===== config.mk =====
export PLATFORM = sky130hd
export DESIGN_NAME = fp_sig_cmp
export DESIGN_NICKNAME = d
export VERILOG_FILES = /design/src/rtl/fp_sig_cmp.sv
export SDC_FILE = /design/constraint.sdc
export NUM_CORES = 1
export LEC_CHECK = 0
export ABC_AREA = 1
export BUFFER_PORTS_ARGS = -buffer_cell sky130_fd_sc_hd__buf_2
export CAP_MARGIN = 20
export CORE_UTILIZATION = 50
export DETAILED_ROUTE_END_ITERATION = 16
export PLACE_DENSITY = 0.69
export SLEW_MARGIN = 20
export SYNTH_ARGS = -nofsm -noshare
export SYNTH_HDL_FRONTEND = slang
export SYNTH_SLANG_ARGS = --single-unit

===== constraint.sdc =====
create_clock -name clk -period 5.25 [get_ports clk]
set_input_delay 0.2625 -clock clk [delete_from_list [all_inputs] [get_ports clk]]
set_output_delay 0.2625 -clock clk [all_outputs]
set_load 0.05 [all_outputs]

===== src/rtl/fp_sig_cmp.sv =====
module fp_sig_cmp #(
  parameter int DATA_W = 64,
  parameter int KIND_W = 3,
  parameter int SIG_W  = 32,
  parameter int CNT_W  = 16,
  parameter int IDX_W  = 4,
  parameter logic [SIG_W-1:0] POLY = 32'h04C11DB7,
  parameter logic [SIG_W-1:0] SEED = 32'hFFFFFFFF
) (
  input  logic              clk,
  input  logic              rst_n,
  input  logic              red_en,
  input  logic              err_clr,
  input  logic [CNT_W-1:0]  ivl_len,
  input  logic              ret_vld,
  input  logic [KIND_W-1:0] ret_kind,
  input  logic [DATA_W-1:0] ret_val,
  input  logic              peer_vld,
  input  logic [SIG_W-1:0]  peer_sig,
  input  logic [IDX_W-1:0]  peer_idx,
  output logic [SIG_W-1:0]  loc_sig,
  output logic [IDX_W-1:0]  loc_idx,
  output logic              ivl_done,
  output logic              err_flag
);
  localparam int MSG_W = KIND_W + DATA_W;

  function automatic logic [SIG_W-1:0] crc_fold(input logic [SIG_W-1:0] c_in,
                                               input logic [MSG_W-1:0] m);
    logic [SIG_W-1:0] c;
    logic fb;
    c = c_in;
    for (int i = MSG_W - 1; i >= 0; i--) begin
      fb = c[SIG_W-1] ^ m[i];
      c  = {c[SIG_W-2:0], 1'b0} ^ (fb ? POLY : '0);
    end
    return c;
  endfunction

  logic [SIG_W-1:0] acc, psig;
  logic [CNT_W-1:0] cnt;
  logic [IDX_W-1:0] idx, pidx;
  logic             lv, pv, err;

  logic [SIG_W-1:0] acc_nxt;
  logic [CNT_W:0]   cnt_inc;
  logic             hit, cmp, mism;

  assign acc_nxt  = crc_fold(acc, {ret_kind, ret_val});
  assign cnt_inc  = {1'b0, cnt} + 1'b1;
  assign hit      = ret_vld && (cnt_inc >= {1'b0, ivl_len});
  assign cmp      = lv && pv;
  assign mism     = cmp && ((loc_sig != psig) || (loc_idx != pidx));
  assign err_flag = err;

  always_ff @(posedge clk) begin
    if (!rst_n) begin
      acc      <= SEED;
      cnt      <= '0;
      idx      <= '0;
      loc_sig  <= '0;
      loc_idx  <= '0;
      ivl_done <= 1'b0;
      lv       <= 1'b0;
      pv       <= 1'b0;
      psig     <= '0;
      pidx     <= '0;
      err      <= 1'b0;
    end else if (!red_en) begin
      acc      <= SEED;
      cnt      <= '0;
      idx      <= '0;
      ivl_done <= 1'b0;
      lv       <= 1'b0;
      pv       <= 1'b0;
      err      <= 1'b0;
    end else begin
      ivl_done <= hit;
      if (ret_vld) begin
        if (hit) begin
          acc     <= SEED;
          cnt     <= '0;
          loc_sig <= acc_nxt;
          loc_idx <= idx;
          idx     <= idx + 1'b1;
        end else begin
          acc <= acc_nxt;
          cnt <= cnt_inc[CNT_W-1:0];
        end
      end
      lv <= (lv && !cmp) || hit;
      pv <= (pv && !cmp) || peer_vld;
      if (peer_vld) begin
        psig <= peer_sig;
        pidx <= peer_idx;
      end
      if (mism)         err <= 1'b1;
      else if (err_clr) err <= 1'b0;
    end
  end

  AST_IDLE_HOLD: assert property (@(posedge clk) disable iff (!rst_n)
    (red_en && !ret_vld) |=> $stable(acc));
  AST_RESEED: assert property (@(posedge clk) disable iff (!rst_n)
    ivl_done |-> (acc == SEED && cnt == '0));
  AST_MISMATCH_FLAG: assert property (@(posedge clk) disable iff (!rst_n)
    (red_en && lv && pv && (loc_sig != psig)) |=> err_flag);
  AST_ERR_STICKY: assert property (@(posedge clk) disable iff (!rst_n)
    (red_en && err_flag && !err_clr) |=> err_flag);
  AST_OFF_QUIET: assert property (@(posedge clk) disable iff (!rst_n)
    !red_en |=> (!err_flag && !ivl_done));
endmodule


# Yosys cells after proc, flatten, opt, wreduce, memory -nomap -nowiden
# Index checks and enable logic that the tools add are counted.
[word_totals]
reg_bits = 128
input_bits = 125
out_inout_bits = 38
[op_classes]
add_sub_neg = 2
magnitude_cmp = 1
eq_ne = 2
n_mux = 71
bitwise_logic = 134
reduce_logical = 14
[ops]
columns = ["operator", "n"]
rows = [
  ["XOR 32 x 27 -> 32 bit", 67],
  ["2-to-1 mux 27 bit", 67],
  ["XOR 1 bit", 67],
  ["2-to-1 mux 32 bit", 1],
  ["!= test 32 bit", 1],
  ["adder 16 x 1 -> 17 bit, second input constant", 1],
  [">= comparator 17 x 16 -> 1 bit", 1],
  ["2-to-1 mux 16 bit", 1],
  ["AND reduction 2 bit", 3],
  ["logical AND 1 bit", 5],
  ["adder 4 x 1 -> 4 bit, second input constant", 1],
  ["!= test 4 bit", 1],
  ["logical OR 1 bit", 3],
  ["AND reduction 3 bit", 1],
  ["2-to-1 mux 1 bit", 2],
  ["nonzero test 2 bit", 1],
  ["logical NOT 1 bit", 1],
]

# Depth between registers and ports, before layout
# Gate-level depths: netlist of run 1.
[depth]
ltp_word = 202
ltp_mapped = 56
ltp_nobuf = 55

# Worst setup path before layout of run 1
# No wires, ideal clock.
[synth_path]
kind = "flip-flop to flip-flop"
startpoint = "register acc[30]"
endpoint = "register loc_sig[13]"
arrival_ps = 4429
slack_ps = 713
path_stages_with_launch = 52
path_cell_list = "dfxtp_1 > inv_2 > nand2_1 > nand2_4 > nand2_1 > nand2_2 > inv_2 > nand2_2 > nand2_4 > inv_4 > nand2_1 > nand2_2 > nand2_2 > nand2_2 > nand2_2 > nand2_4 > nand3_2 > nand2_4 > [... 16 more ...] > nand2_1 > nand2_1 > nand2_2 > nand2_4 > inv_4 > nand2_2 > nand2_1 > nand2_2 > nand2_2 > buf_6 > nand2_1 > nand2_1 > nand2_1 > nand2_1 > nand2_1 > nand3_1 > nand2_1 > inv_1"
[synth_between]
elab_chain_cells = 89
elab_cells_between_ends = 171
classes_between = "52 x mux; 119 x bitwise"
[synth_lines]
columns = ["element", "line", "text"]
rows = [
  ["from (decl)", "40", "logic [SIG_W-1:0] acc, psig;"],
  ["from (signal assigned)", "87", "acc <= acc_nxt;"],
  ["XOR 32 x 27 -> 32 bit *", "35", "c = {c[SIG_W-2:0], 1'b0} ^ (fb ? POLY : '0);"],
  ["XOR 1 bit *", "34", "fb = c[SIG_W-1] ^ m[i];"],
  ["2-to-1 mux 27 bit *", "35", ""],
  ["XOR 32 x 27 -> 32 bit * (6 in series)", "35", ""],
  ["XOR 1 bit / XOR 32 x 27 -> 32 bit (equally long branches)", "34, 35", ""],
  ["2-to-1 mux 27 bit / XOR 32 x 27 -> 32 bit (equally long branches)", "35", ""],
  ["XOR 32 x 27 -> 32 bit * (6 in series)", "35", ""],
  ["XOR 1 bit / XOR 32 x 27 -> 32 bit (equally long branches)", "34, 35", ""],
  ["[... 48 more ...]", "-", ""],
  ["2-to-1 mux 27 bit / XOR 32 x 27 -> 32 bit (equally long branches)", "35", ""],
  ["XOR 32 x 27 -> 32 bit * (6 in series)", "35", ""],
  ["XOR 1 bit / XOR 32 x 27 -> 32 bit (equally long branches)", "34, 35", ""],
  ["2-to-1 mux 27 bit / XOR 32 x 27 -> 32 bit (equally long branches)", "35", ""],
  ["XOR 32 x 27 -> 32 bit * (6 in series)", "35", ""],
  ["XOR 1 bit / XOR 32 x 27 -> 32 bit (equally long branches)", "34, 35", ""],
  ["2-to-1 mux 27 bit / XOR 32 x 27 -> 32 bit (equally long branches)", "35", ""],
  ["XOR 32 x 27 -> 32 bit * (6 in series)", "35", ""],
  ["to (signal assigned)", "83", "loc_sig <= acc_nxt;"],
  ["to (decl)", "21", "output logic [SIG_W-1:0] loc_sig,"],
]
# Every way passes the cells marked *; elsewhere a longest branch is shown, timed or not.
# A chain may end at the register's enable or synchronous reset.

# Final worst setup path of run 1
[layout_path]
startpoint = "register acc[30]"
endpoint = "register acc[19]"
[layout_between]
elab_chain_cells = 88
elab_cells_between_ends = 162
classes_between = "48 x mux; 114 x bitwise"
[layout_lines]
columns = ["element", "line", "text"]
rows = [
  ["XOR 32 x 27 -> 32 bit *", "35", ""],
  ["XOR 1 bit *", "34", ""],
  ["2-to-1 mux 27 bit *", "35", ""],
  ["XOR 32 x 27 -> 32 bit * (6 in series)", "35", ""],
  ["XOR 1 bit / XOR 32 x 27 -> 32 bit (equally long branches)", "34, 35", ""],
  ["2-to-1 mux 27 bit / XOR 32 x 27 -> 32 bit (equally long branches)", "35", ""],
  ["XOR 32 x 27 -> 32 bit * (6 in series)", "35", ""],
  ["XOR 1 bit / XOR 32 x 27 -> 32 bit (equally long branches)", "34, 35", ""],
  ["[... 41 more ...]", "-", ""],
  ["XOR 32 x 27 -> 32 bit * (6 in series)", "35", ""],
  ["XOR 1 bit / XOR 32 x 27 -> 32 bit (equally long branches)", "34, 35", ""],
  ["2-to-1 mux 27 bit / XOR 32 x 27 -> 32 bit (equally long branches)", "35", ""],
  ["XOR 32 x 27 -> 32 bit * (6 in series)", "35", ""],
  ["XOR 1 bit / XOR 32 x 27 -> 32 bit (equally long branches)", "34, 35", ""],
  ["2-to-1 mux 27 bit / XOR 32 x 27 -> 32 bit (equally long branches)", "35", ""],
  ["XOR 32 x 27 -> 32 bit * (12 in series)", "35", ""],
  ["2-to-1 mux 32 bit *", "80", "if (hit) begin"],
]
# Marks and branches as above.

==> metrics.yaml, run 1 <==
logic_synthesis:
  syn_avg_cell_area_um2: 5.580
  yosysUniqueCellTypes: 47
  synthArstFlopShare: 0
  synth_seq_cells: 128
  syn_inst: 3085
  synth_top_flop_cell: "dfxtp_1"
  syn_area_mm2: 0.01722
  syn_nets: 3228
  yosysSeqAreaShare: 0.1488
  yosys_warnings: 0
  synth_edf_count: 0
clocking:
  numCtsBuffers: 17
  clock-sinks: 128
  cts_tree: "yes"
  clock_latency_ns: 0.42
  clk_pin_slew_ns: 0.06
  cts.hold.buffers_added: 0
  cts.htree.levels: 4
  clk_path_buf_depth: 2
  root_buffer: "clkbuf_16"
layout:
  fillers: 2577
  area_growth_pct: 55.25
  most-common-layout-cells: "nand2_1 (924), buf_4 (480), nand2_2 (380), inv_1 (278), nand3_1 (276)"
  final_common_cell: "nand2_1"
  drive_gt1_frac: 0.4374
  final_nets: 3902
grt:
  grt_pass1_vias: 21270
  grt_overflow: 0
  grt_usage: 0.3791
  grt_pass1_wl_um: 107300
  grt_max_degree: 69
  antenna_found_initial: 2
sta:
  setup_viol: 63
  setup_ws_ns: -0.3265
  max_freq_ghz: 0.1793
  worstMarginPinSlew_ns: 1.022
  period_needed_ns: 5.577
  min_period_over_period: 1.062
  fin_skew_ns: 0.01299
  finalHoldViolCount: 0
  drv_slew: 0
  rsz0062_at_grt: "yes"
  slew_headroom: 0.3181
floorplanning:
  core_area_mm2: 0.03370
  io_pins: 163
  rows: 67
  die_y_um: 187.6
  die_area_mm2: 0.03518
  initial_core_util: 0.5108
  fp.dieW_um: 187.6
placement:
  port_buffers: 162
  place_congestion: 0.9799
  dp_hpwl_um: 53460
  pre_cts_ws_ns: -0.8196
hold_path:
  hold_path_class: "primary input to flip-flop"
drt:
  highest_layer: "met4"
  dr_total_vias: 23250
  wl_met3_um: 5515
  wl_per_cell_um: 17.12
  dr.pass1.iters: 6
  drc_errors: 0
  ant_nets: 0
  routedLengthMet1_um: 29750
  finalWirelength_um: 72300
  wl_met2_um: 33950
  drt_iter0_drc: 2212
  viasPerCell: 5.506
setup_path:
  max_stage_delay_ns: 0.36
  cp_max_fo: 5
  crit_end: "acc[19]$_SDFFE_PN1P_"
  cp-startpoint: "acc[30]$_SDFFE_PN1P_"
  critPathLaunchType: "flip-flop"
  worst_r2r_path_depth: 50
  rrSetupSlack_ns: -0.33
  worstSetupPathType: "flip-flop to flip-flop"
  arrival_ns: 5.94
  cp_slowest_cell: "dfxtp_4"
  cp_common_cell: "nand2_2"
  r2r-end: "acc[19]$_SDFFE_PN1P_"
  required_ns: 5.61
  r2r-start: "acc[30]$_SDFFE_PN1P_"
  cp-end-kind: "flip-flop"
run_status:
  violations: "negative setup slack"
  status: "finished with violations"
job:
  maxCapViolations: 0
worst min-delay path by stage:
stage	start	endpoint	depth (start not counted)
2_1_floorplan	peer_vld	pv$_SDFF_PN0_	2
3_3_place_gp	psig[23]$_SDFFE_PN0P_	psig[23]$_SDFFE_PN0P_	2
3_5_place_dp	psig[23]$_SDFFE_PN0P_	psig[23]$_SDFFE_PN0P_	2
4_1_cts	peer_vld	pv$_SDFF_PN0_	3
5_1_grt	peer_vld	pv$_SDFF_PN0_	3
6_report	peer_vld	pv$_SDFF_PN0_	3
cells by family (layout without fill, tap and decap cells):
family / count (synthesis) / in the layout / synth area share
AO/OA/AOI/OAI: 190 / 190 / 0.06352
XOR/XNOR: 207 / 207 / 0.1065
adder cells (fa/ha/maj): 18 / 18 / 0.01308
buffers and inverters: 424 / 1109 / 0.09666
flip-flops: 128 / 128 / 0.1488
other: 0 / 2 / 0
AND/OR/NAND/NOR: 2118 / 2120 / 0.5713
final cells by class:
| type | count | area [um2] | area share |
|---|---|---|---|
| Timing Repair Buffer | 699 | 5169 | 0.1934 |
| Clock buffer | 18 | 429.2 | 0.01606 |
| Antenna cell | 2 | 5.005 | 0.0001873 |
| Clock inverter | 14 | 156.4 | 0.005852 |
| Inverter | 378 | 1511 | 0.05655 |
| Multi-Input combinational cell | 2535 | 16310 | 0.6102 |
| Tap cell | 448 | 560.5 | 0.02097 |
| Sequential cell | 128 | 2586 | 0.09677 |
timing repair:
action,CTS,global route
pin swaps,180,168
cloned,2,0
buffers inserted,98,39
setup endpoints to repair,64,64
gates resized for setup,474,413
state kept, by name, summed over array words and instances (netlist names):
register / cells
psig: 32
pidx: 4
err_flag: 1
acc: 32
pv: 1
idx: 4
cnt: 16
ivl_done: 1
lv: 1
loc_sig: 32
loc_idx: 4
Yosys cell counts, types with 3 or more instances:
| master | n | area, um2 |
|---|---|---|
| a2111oi_0 | 3 | 26.28 |
| a211oi_1 | 8 | 60.06 |
| a21boi_1 | 5 | 37.54 |
| a21o_1 | 4 | 30.03 |
| a21oi_1 | 57 | 285.3 |
| buf_2 | 4 | 20.02 |
| buf_4 | 4 | 30.03 |
| buf_6 | 5 | 56.30 |
| clkbuf_1 | 32 | 120.1 |
| dfxtp_1 | 128 | 2562 |
| ha_1 | 18 | 225.2 |
| inv_1 | 299 | 1122 |
| inv_2 | 72 | 270.3 |
| inv_4 | 6 | 37.54 |
| nand2_1 | 1286 | 4827 |
| nand2_2 | 163 | 1020 |
| nand2_4 | 58 | 653.1 |
| nand2_8 | 4 | 80.08 |
| nand3_1 | 389 | 1947 |
| nand3_2 | 36 | 360.4 |
| nand3_4 | 3 | 52.55 |
| nand3b_1 | 15 | 112.6 |
| nand4_1 | 15 | 93.84 |
| nor2_1 | 116 | 435.4 |
| nor2_2 | 3 | 18.77 |
| nor2_4 | 4 | 45.04 |
| nor3_1 | 5 | 25.02 |
| nor4_1 | 5 | 31.28 |
| o211ai_1 | 9 | 67.56 |
| o21a_1 | 25 | 187.7 |
| o21ai_0 | 62 | 310.3 |
| o21ai_1 | 15 | 75.07 |
| or2_1 | 10 | 62.56 |
| xnor2_1 | 52 | 455.4 |
| xor2_1 | 153 | 1340 |
layer usage:
layer / GRT usage / vias to the layer above
met1: 0.4935 / 10880
met3: 0.04604 / 274
li1: - / 11010
met5: 0 / -
met2: 0.6447 / 1077
met4: 0.1291 / 0
worst max-delay path, delay by kind of cell (launching register included):
family | cells | cell delay, ns
buf+inv | 9 | 0.96
xor+xnor | 1 | 0.16
simple gates | 40 | 3.98
flops | 1 | 0.36
stage by stage:
step	cell area (um2)	hold slack [ns]	util	setup TNS (ns)	cells
after floorplan	17220	0.3799	-	0	3085
after global placement	21440	0.4464	0.6363	-25.72	4050
after detailed placement	21440	0.4534	0.6363	-33.06	4050
after CTS	24760	0.07384	0.7347	-0.2741	4181
after global routing	26730	0.07793	0.7931	-31.17	4222
final	26730	0.07533	0.7931	-13.26	4222
Power of run 1 is left out: the tool's default activity adds up to more than one toggle a clock period on the data nets, which glitch-free logic cannot reach.
==> inputs of run 2 (changes only) <==
CAP_MARGIN = default   (was 20)
CORE_ASPECT_RATIO = 0.9   (was default)
CORE_MARGIN = 2   (was default)
==> run 2 against run 1 <==
  * The flow still finishes with violations (negative setup slack)
  * Largest cell class unchanged
  * Die area up 2.1%
  * Register-to-register slack better by 0.05 ns
  * Hold slack better by 0.0095 ns
  * Flip-flop and latch count unchanged
==> metrics.yaml, run 2 (synthesized netlist as in run 1, its figures left out) <==
run_status:
  status: "finished with violations"
  violations: "negative setup slack"
clocking:
  numCtsBuffers: 17  # unchanged
  cts.hold.buffers_added: 0  # unchanged
  root_buffer: "clkbuf_16"
  clk_path_buf_depth: 2  # unchanged
  cts_tree: "yes"
  clock_latency_ns: 0.43  # about the same
  cts.htree.levels: 4  # unchanged
  clk_pin_slew_ns: 0.07  # about the same
  clock-sinks: 128  # unchanged
layout:
  most-common-layout-cells: "nand2_1 (988), buf_4 (463), nand2_2 (338), nand3_1 (293), inv_1 (279)"
  final_nets: 3872  # -0.77%
  final_common_cell: "nand2_1"
  drive_gt1_frac: 0.4099  # -0.02749
  reg.largest.list: "acc (32), loc_sig (32), psig (32)"
  final_area_mm2: 0.02600  # -2.7%
  fin_util: 0.7657  # -0.02735
  area_growth_pct: 51.02
placement:
  port_buffers: 162  # unchanged
  place_congestion: 1.034  # +5.5%
  dp_hpwl_um: 54100  # +1.2%
  pre_cts_ws_ns: -0.7190  # +0.1005 ns
  place_area_mm2: 0.02154  # +0.48%
grt:
  grt_use_met3: 0.05072  # +0.004679
  grt_busiest_layer: "met2"
  antenna_found_initial: 2  # unchanged
  grt_usage: 0.3718  # -0.007315
  grt_max_degree: 69  # unchanged
  grt_util_met1: 0.5172  # +0.02374
  grt_pass1_vias: 20450  # -3.9%
  grt_pass1_wl_um: 106300  # -0.95%
  gr-usage-met2: 0.6011  # -0.04362
  grt_overflow: 0  # unchanged
setup_path:
  cp_slowest_cell: "dfxtp_2"
  max_stage_delay_ns: 0.33  # -0.03 ns
  cp-end-kind: "flip-flop"
  worst_r2r_path_depth: 45  # -10%
  critPathLaunchType: "flip-flop"
  rrSetupSlack_ns: -0.28  # +0.05 ns
  required_ns: 5.54  # -0.07 ns
  arrival_ns: 5.81  # -0.13 ns
  r2r-start: "acc[31]$_SDFFE_PN1P_"
  r2r-end: "loc_sig[14]$_SDFFE_PN0P_"
  cp_common_cell: "nand2_1"
  cp_max_fo: 9  # +4
  worstSetupPathType: "flip-flop to flip-flop"
sta:
  setup_viol: 62  # -1.6%
  max_freq_ghz: 0.1809  # +0.86%
  fin_skew_ns: 0.01102  # -0.001965 ns
  min_period_over_period: 1.053  # -0.009085
  finalHoldViolCount: 0  # unchanged
  slew_headroom: 0.3047  # -0.01331
  setup_ws_ns: -0.2788  # +0.04770 ns
  rsz0062_at_grt: "yes"
  period_needed_ns: 5.529  # -0.04770 ns
  drv_slew: 0  # unchanged
  worstMarginPinSlew_ns: 1.042  # +0.01995 ns
floorplanning:
  io_pins: 163  # unchanged
  die_y_um: 180.0  # -4.0%
  core_area_mm2: 0.03395  # +0.75%
  rows: 64  # -4.5%
  die_area_mm2: 0.03593  # +2.1%
  fp.dieW_um: 199.6  # +6.4%
  initial_core_util: 0.5070  # -0.003803
drt:
  drt_iter0_drc: 2068  # -6.5%
  wl_per_cell_um: 17.21  # +0.49%
  dr_total_vias: 22990  # -1.1%
  ant_nets: 0  # unchanged
  viasPerCell: 5.468  # -0.70%
  drc_errors: 0  # unchanged
  finalWirelength_um: 72360  # about the same
  dr.pass1.iters: 6  # unchanged
hold_path:
  whs_endpoint: "pidx[0]$_SDFFE_PN0P_"
  hp-start: "peer_idx[0]"
  whs_path_depth: 3  # unchanged
  hold_path_class: "primary input to flip-flop"
job:
  maxCapViolations: 0  # unchanged
==> run 2: changes by cell type in the layout (fill, tap and decap cells not counted), sizes merged <==
cell | previous run | this run
clkbuf | 18 | 17
clkinvlp | 3 | 0
diode | 2 | 1
buf | 699 | 667
nand2 | 1513 | 1515
inv | 381 | 385
==> run 2: critical path: cells and delay by family (launching register included) <==
kind,cells,cell delay [ns]
compound gates,1,0.08
xor+xnor,3,0.76
buf+inv,9,0.98
simple gates,32,3.17
flops,1,0.33
==> run 2: through the flow <==
stage / std cells / hold WS [ns] / setup TNS, ns
after floorplan: 3085 / 0.3799 / 0
after global placement: 4072 / 0.4475 / -29.69
after detailed placement: 4072 / 0.4550 / -33.80
after CTS: 4152 / 0.08200 / -0.2906
after global routing: 4205 / 0.09110 / -30.42
final: 4205 / 0.08485 / -10.83
==> run 2: layout make-up <==
type / instances / area [um2]
multi-input combinational: 2537 / 15900
fill: 2751 / 7954
timing repair buffer: 667 / 4868
sequential: 128 / 2579
inverter: 378 / 1476
tap: 462 / 578.1
clock buffer: 17 / 425.4
clock inverter: 15 / 171.4
antenna: 1 / 2.502
==> run 2: worst max path at each step <==
stage	start	to	depth (start not counted)
2_1_floorplan	acc[30]$_SDFFE_PN1P_	loc_sig[13]$_SDFFE_PN0P_	51
3_3_place_gp	ret_kind[2]	loc_sig[15]$_SDFFE_PN0P_	46
3_5_place_dp	acc[30]$_SDFFE_PN1P_	acc[15]$_SDFFE_PN1P_	41
4_1_cts	acc[28]$_SDFFE_PN1P_	acc[2]$_SDFFE_PN1P_	47
5_1_grt	acc[31]$_SDFFE_PN1P_	acc[21]$_SDFFE_PN1P_	49
6_report	acc[31]$_SDFFE_PN1P_	loc_sig[14]$_SDFFE_PN0P_	45
==> run 2: timing repair <==
| action | CTS | global route |
|---|---|---|
| buffers inserted | 48 | 48 |
| setup endpoints to repair | 64 | 64 |
| gates cloned | 0 | 4 |
| pin swaps | 110 | 185 |
| gates resized for setup | 307 | 432 |
==> run 2: metal layers <==
| layer | vias up | wire length (um) |
|---|---|---|
| li1 | 10950 | - |
| met5 | - | 13 |
| met3 | 201 | 6374 |
| met1 | 10740 | 30570 |
| met4 | 2 | 2341 |
| met2 | 1099 | 33060 |
Power of run 2 is left out for the same reason.
==> inputs of run 3 (changes only) <==
ABC_AREA = 0   (was 1)
PLACE_DENSITY = 0.7   (was 0.69)
==> run 3 against run 2 <==
  * Maximum frequency fell by 11%
  * Clock skew down 0.0032 ns
  * Die area decreased by 24%
  * Design area down 21%
  * Sequential share of layout area rose by 2.7 points
  * Core utilization increased by 4.4 points
  * Synthesized cell count fell by 62%
  * Register-to-register slack lost 0.70 ns
  * The run still ends with negative setup slack left
  * Final cell count is 50% lower
  * Routed wire length shrank 30%
==> metrics.yaml, run 3 <==
floorplanning:
  initial_core_util: 0.5114  # +0.004374
  io_pins: 163  # unchanged
  fp.dieW_um: 173.6  # -13%
  rows: 55  # -14%
  core_area_mm2: 0.02532  # -25%
  die_area_mm2: 0.02721  # -24%
  die_y_um: 156.7  # -13%
setup_path:
  cp_slowest_cell: "xnor3_2"
  rrSetupSlack_ns: -0.98  # -0.70 ns
  worst_r2r_path_depth: 22  # -51%
  r2r-end: "acc[12]$_SDFFE_PN1P_"
  critPathLaunchType: "flip-flop"
  required_ns: 5.54  # about the same
  cp_max_fo: 4  # -5
  arrival_ns: 6.52  # +0.71 ns
  crit_chain: "xnor2_4, buf_4, xor2_2, xnor3_2, buf_4, xnor2_4, buf_6, xor3_2, xor3_2, xnor2_4, buf_6, xnor2_2, xor2_1, buf_4, xnor3_2, buf_4, xnor3_2, xor2_4, xnor3_2, xnor2_2, mux2i_1, nand2_1"
  cp-end-kind: "flip-flop"
  worstSetupPathType: "flip-flop to flip-flop"
  r2r-start: "acc[28]$_SDFFE_PN1P_"
  max_stage_delay_ns: 0.53  # +0.20 ns
layout:
  drive_gt1_frac: 0.5266  # +0.1166
  area_growth_pct: 58.26
  final_common_cell: "buf_4"
  final_nets: 1901  # -51%
  reg.largest.list: "acc (32), loc_sig (32), psig (32)"
  diodes: 0  # -1
  most-common-layout-cells: "buf_4 (358), xnor2_1 (192), buf_2 (162), dfxtp_1 (119), nand2_1 (108)"
  fin_util: 0.8093  # +0.04360
logic_synthesis:
  synthTopCellsByArea: "dfxtp_1 (20%), xnor2_1 (20%), xnor3_1 (19%)"
  syn_inst: 1165  # -62%
  synth_edf_count: 0  # unchanged
  synth_top_cell_area_share: 0.1979  # -0.08254
  yosysUniqueCellTypes: 42  # -11%
  yosysMostFrequentCell: "xnor2_1"
  synth_common_cells: "xnor2_1 (289), dfxtp_1 (128), xor2_1 (113)"
  syn_area_mm2: 0.01295  # -25%
  syn_nets: 1308  # -59%
  syn_avg_cell_area_um2: 11.12  # +99%
  synthArstFlopShare: 0  # unchanged
  synth_top_cell_by_area: "dfxtp_1"
  synth_top_flop_cell: "dfxtp_1"
  synth_seq_cells: 128  # unchanged
  yosysSeqAreaShare: 0.1979  # +0.04901
  yosys_warnings: 0  # unchanged
grt:
  antenna_found_initial: 0  # -2
  grt_max_degree: 75  # +8.7%
  grt_pass1_wl_um: 64630  # -39%
  grt_usage: 0.3186  # -0.05321
  grt_pass1_vias: 10990  # -46%
  grt_overflow: 0  # unchanged
clocking:
  cts_tree: "yes"
  clock_latency_ns: 0.43  # about the same
  clk_pin_slew_ns: 0.06  # about the same
  numCtsBuffers: 17  # unchanged
  clk_path_buf_depth: 2  # unchanged
  clock-sinks: 128  # unchanged
  cts.htree.levels: 4  # unchanged
  root_buffer: "clkbuf_16"
  cts.hold.buffers_added: 0  # unchanged
run_status:
  violations: "negative setup slack"
  status: "finished with violations"
drt:
  finalWirelength_um: 50780  # -30%
  drt_iter0_drc: 1272  # -38%
  wl_per_cell_um: 24.04  # +40%
  drc_errors: 0  # unchanged
  viasPerCell: 5.401  # -1.2%
  ant_nets: 0  # unchanged
  dr.pass1.iters: 8  # +2
  dr_total_vias: 11410  # -50%
hold_path:
  whs_endpoint: "psig[21]$_SDFFE_PN0P_"
  hold_path_class: "primary input to flip-flop"
  hp-start: "peer_sig[21]"
  whs_path_depth: 3  # unchanged
placement:
  dp_hpwl_um: 31220  # -42%
  place_congestion: 0.9316  # -9.9%
  pre_cts_ws_ns: -0.8723  # -0.1533 ns
  port_buffers: 162  # unchanged
sta:
  tns_ns: -47.93  # -37.10 ns
  slew_headroom: 0.2680  # -0.03670
  fin_skew_ns: 0.007855  # -0.003165 ns
  rsz0062_at_grt: "yes"
  setup_ws_ns: -0.9796  # -0.7008 ns
  max_freq_ghz: 0.1605  # -11%
  worstMarginPinSlew_ns: 1.098  # +0.05620 ns
  setup_viol: 64  # +3.2%
  period_needed_ns: 6.230  # +0.7008 ns
  finalHoldViolCount: 0  # unchanged
  min_period_over_period: 1.187  # +0.1335
  drv_slew: 0  # unchanged
  hold_ws_ns: 0.08123  # -0.003616 ns
job:
  maxCapViolations: 0  # unchanged
-- run 3: cell count changes after synthesis, sizes merged, moves of 55 or more --
cell	before	now
xnor3	1	127
inv	377	22
o21ai	77	22
nor2	124	57
nand3	428	2
nand2	1511	109
xnor2	52	317
-- run 3: worst max-delay path: cells and delay by family (launching register included) --
kind,cells,cell delay [ns]
xor+xnor,14,4.37
buf+inv,6,1.00
flops,1,0.36
mux,1,0.21
simple gates,1,0.11
-- run 3: kinds of logic after synthesis --
group | count (synthesis) | synth area share
AOI/OAI and AO/OA | 75 | 0.03874
muxes | 49 | 0.03816
DFF | 128 | 0.1979
adders and majority gates | 18 | 0.01739
and+or+nand+nor | 239 | 0.08308
xor gates and xnor gates | 599 | 0.6068
buffers and inverters | 57 | 0.01797
-- run 3: routing by layer --
metal / up-vias / global-route usage / routed length [um]
met2: 671 / 0.5242 / 24470
met4: 0 / 0.1188 / 2280
met1: 5582 / 0.4225 / 19870
met5: - / 0 / 0
met3: 175 / 0.05831 / 4154
li1: 4979 / - / -
-- run 3: worst max path at each step --
stage	startpoint	to	slack, ns	cells after the start
6_report	acc[28]$_SDFFE_PN1P_	acc[12]$_SDFFE_PN1P_	-0.98	22
5_1_grt	acc[30]$_SDFFE_PN1P_	loc_sig[16]$_SDFFE_PN0P_	-1.02	22
4_1_cts	acc[31]$_SDFFE_PN1P_	loc_sig[11]$_SDFFE_PN0P_	-0.50	22
3_5_place_dp	ret_val[63]	loc_sig[11]$_SDFFE_PN0P_	-0.87	18
3_3_place_gp	ret_val[63]	loc_sig[11]$_SDFFE_PN0P_	-0.68	18
2_1_floorplan	acc[28]$_SDFFE_PN1P_	loc_sig[4]$_SDFFE_PN0P_	-0.28	16
-- run 3: cell type report --
class | instances | area [um2]
clock inverter | 11 | 68.82
sequential | 128 | 2586
multi-input combinational | 980 | 12240
inverter | 24 | 95.09
fill | 1302 | 4828
clock buffer | 20 | 436.7
timing repair buffer | 607 | 4643
tap | 342 | 427.9
-- run 3: repair_timing --
item	4_1_cts	5_1_grt
buffers inserted	64	59
pin swaps	80	73
gates resized for setup	182	134
setup endpoints to repair	64	64
-- run 3: through the flow --
step                instance area, um2  cells
global placement                 17240   1971
detailed placement               17240   1971
finish                           20500   2112
global route                     20500   2112
CTS                              19340   2060
floorplan                        13450   1165
Power of run 3 is left out for the same reason.
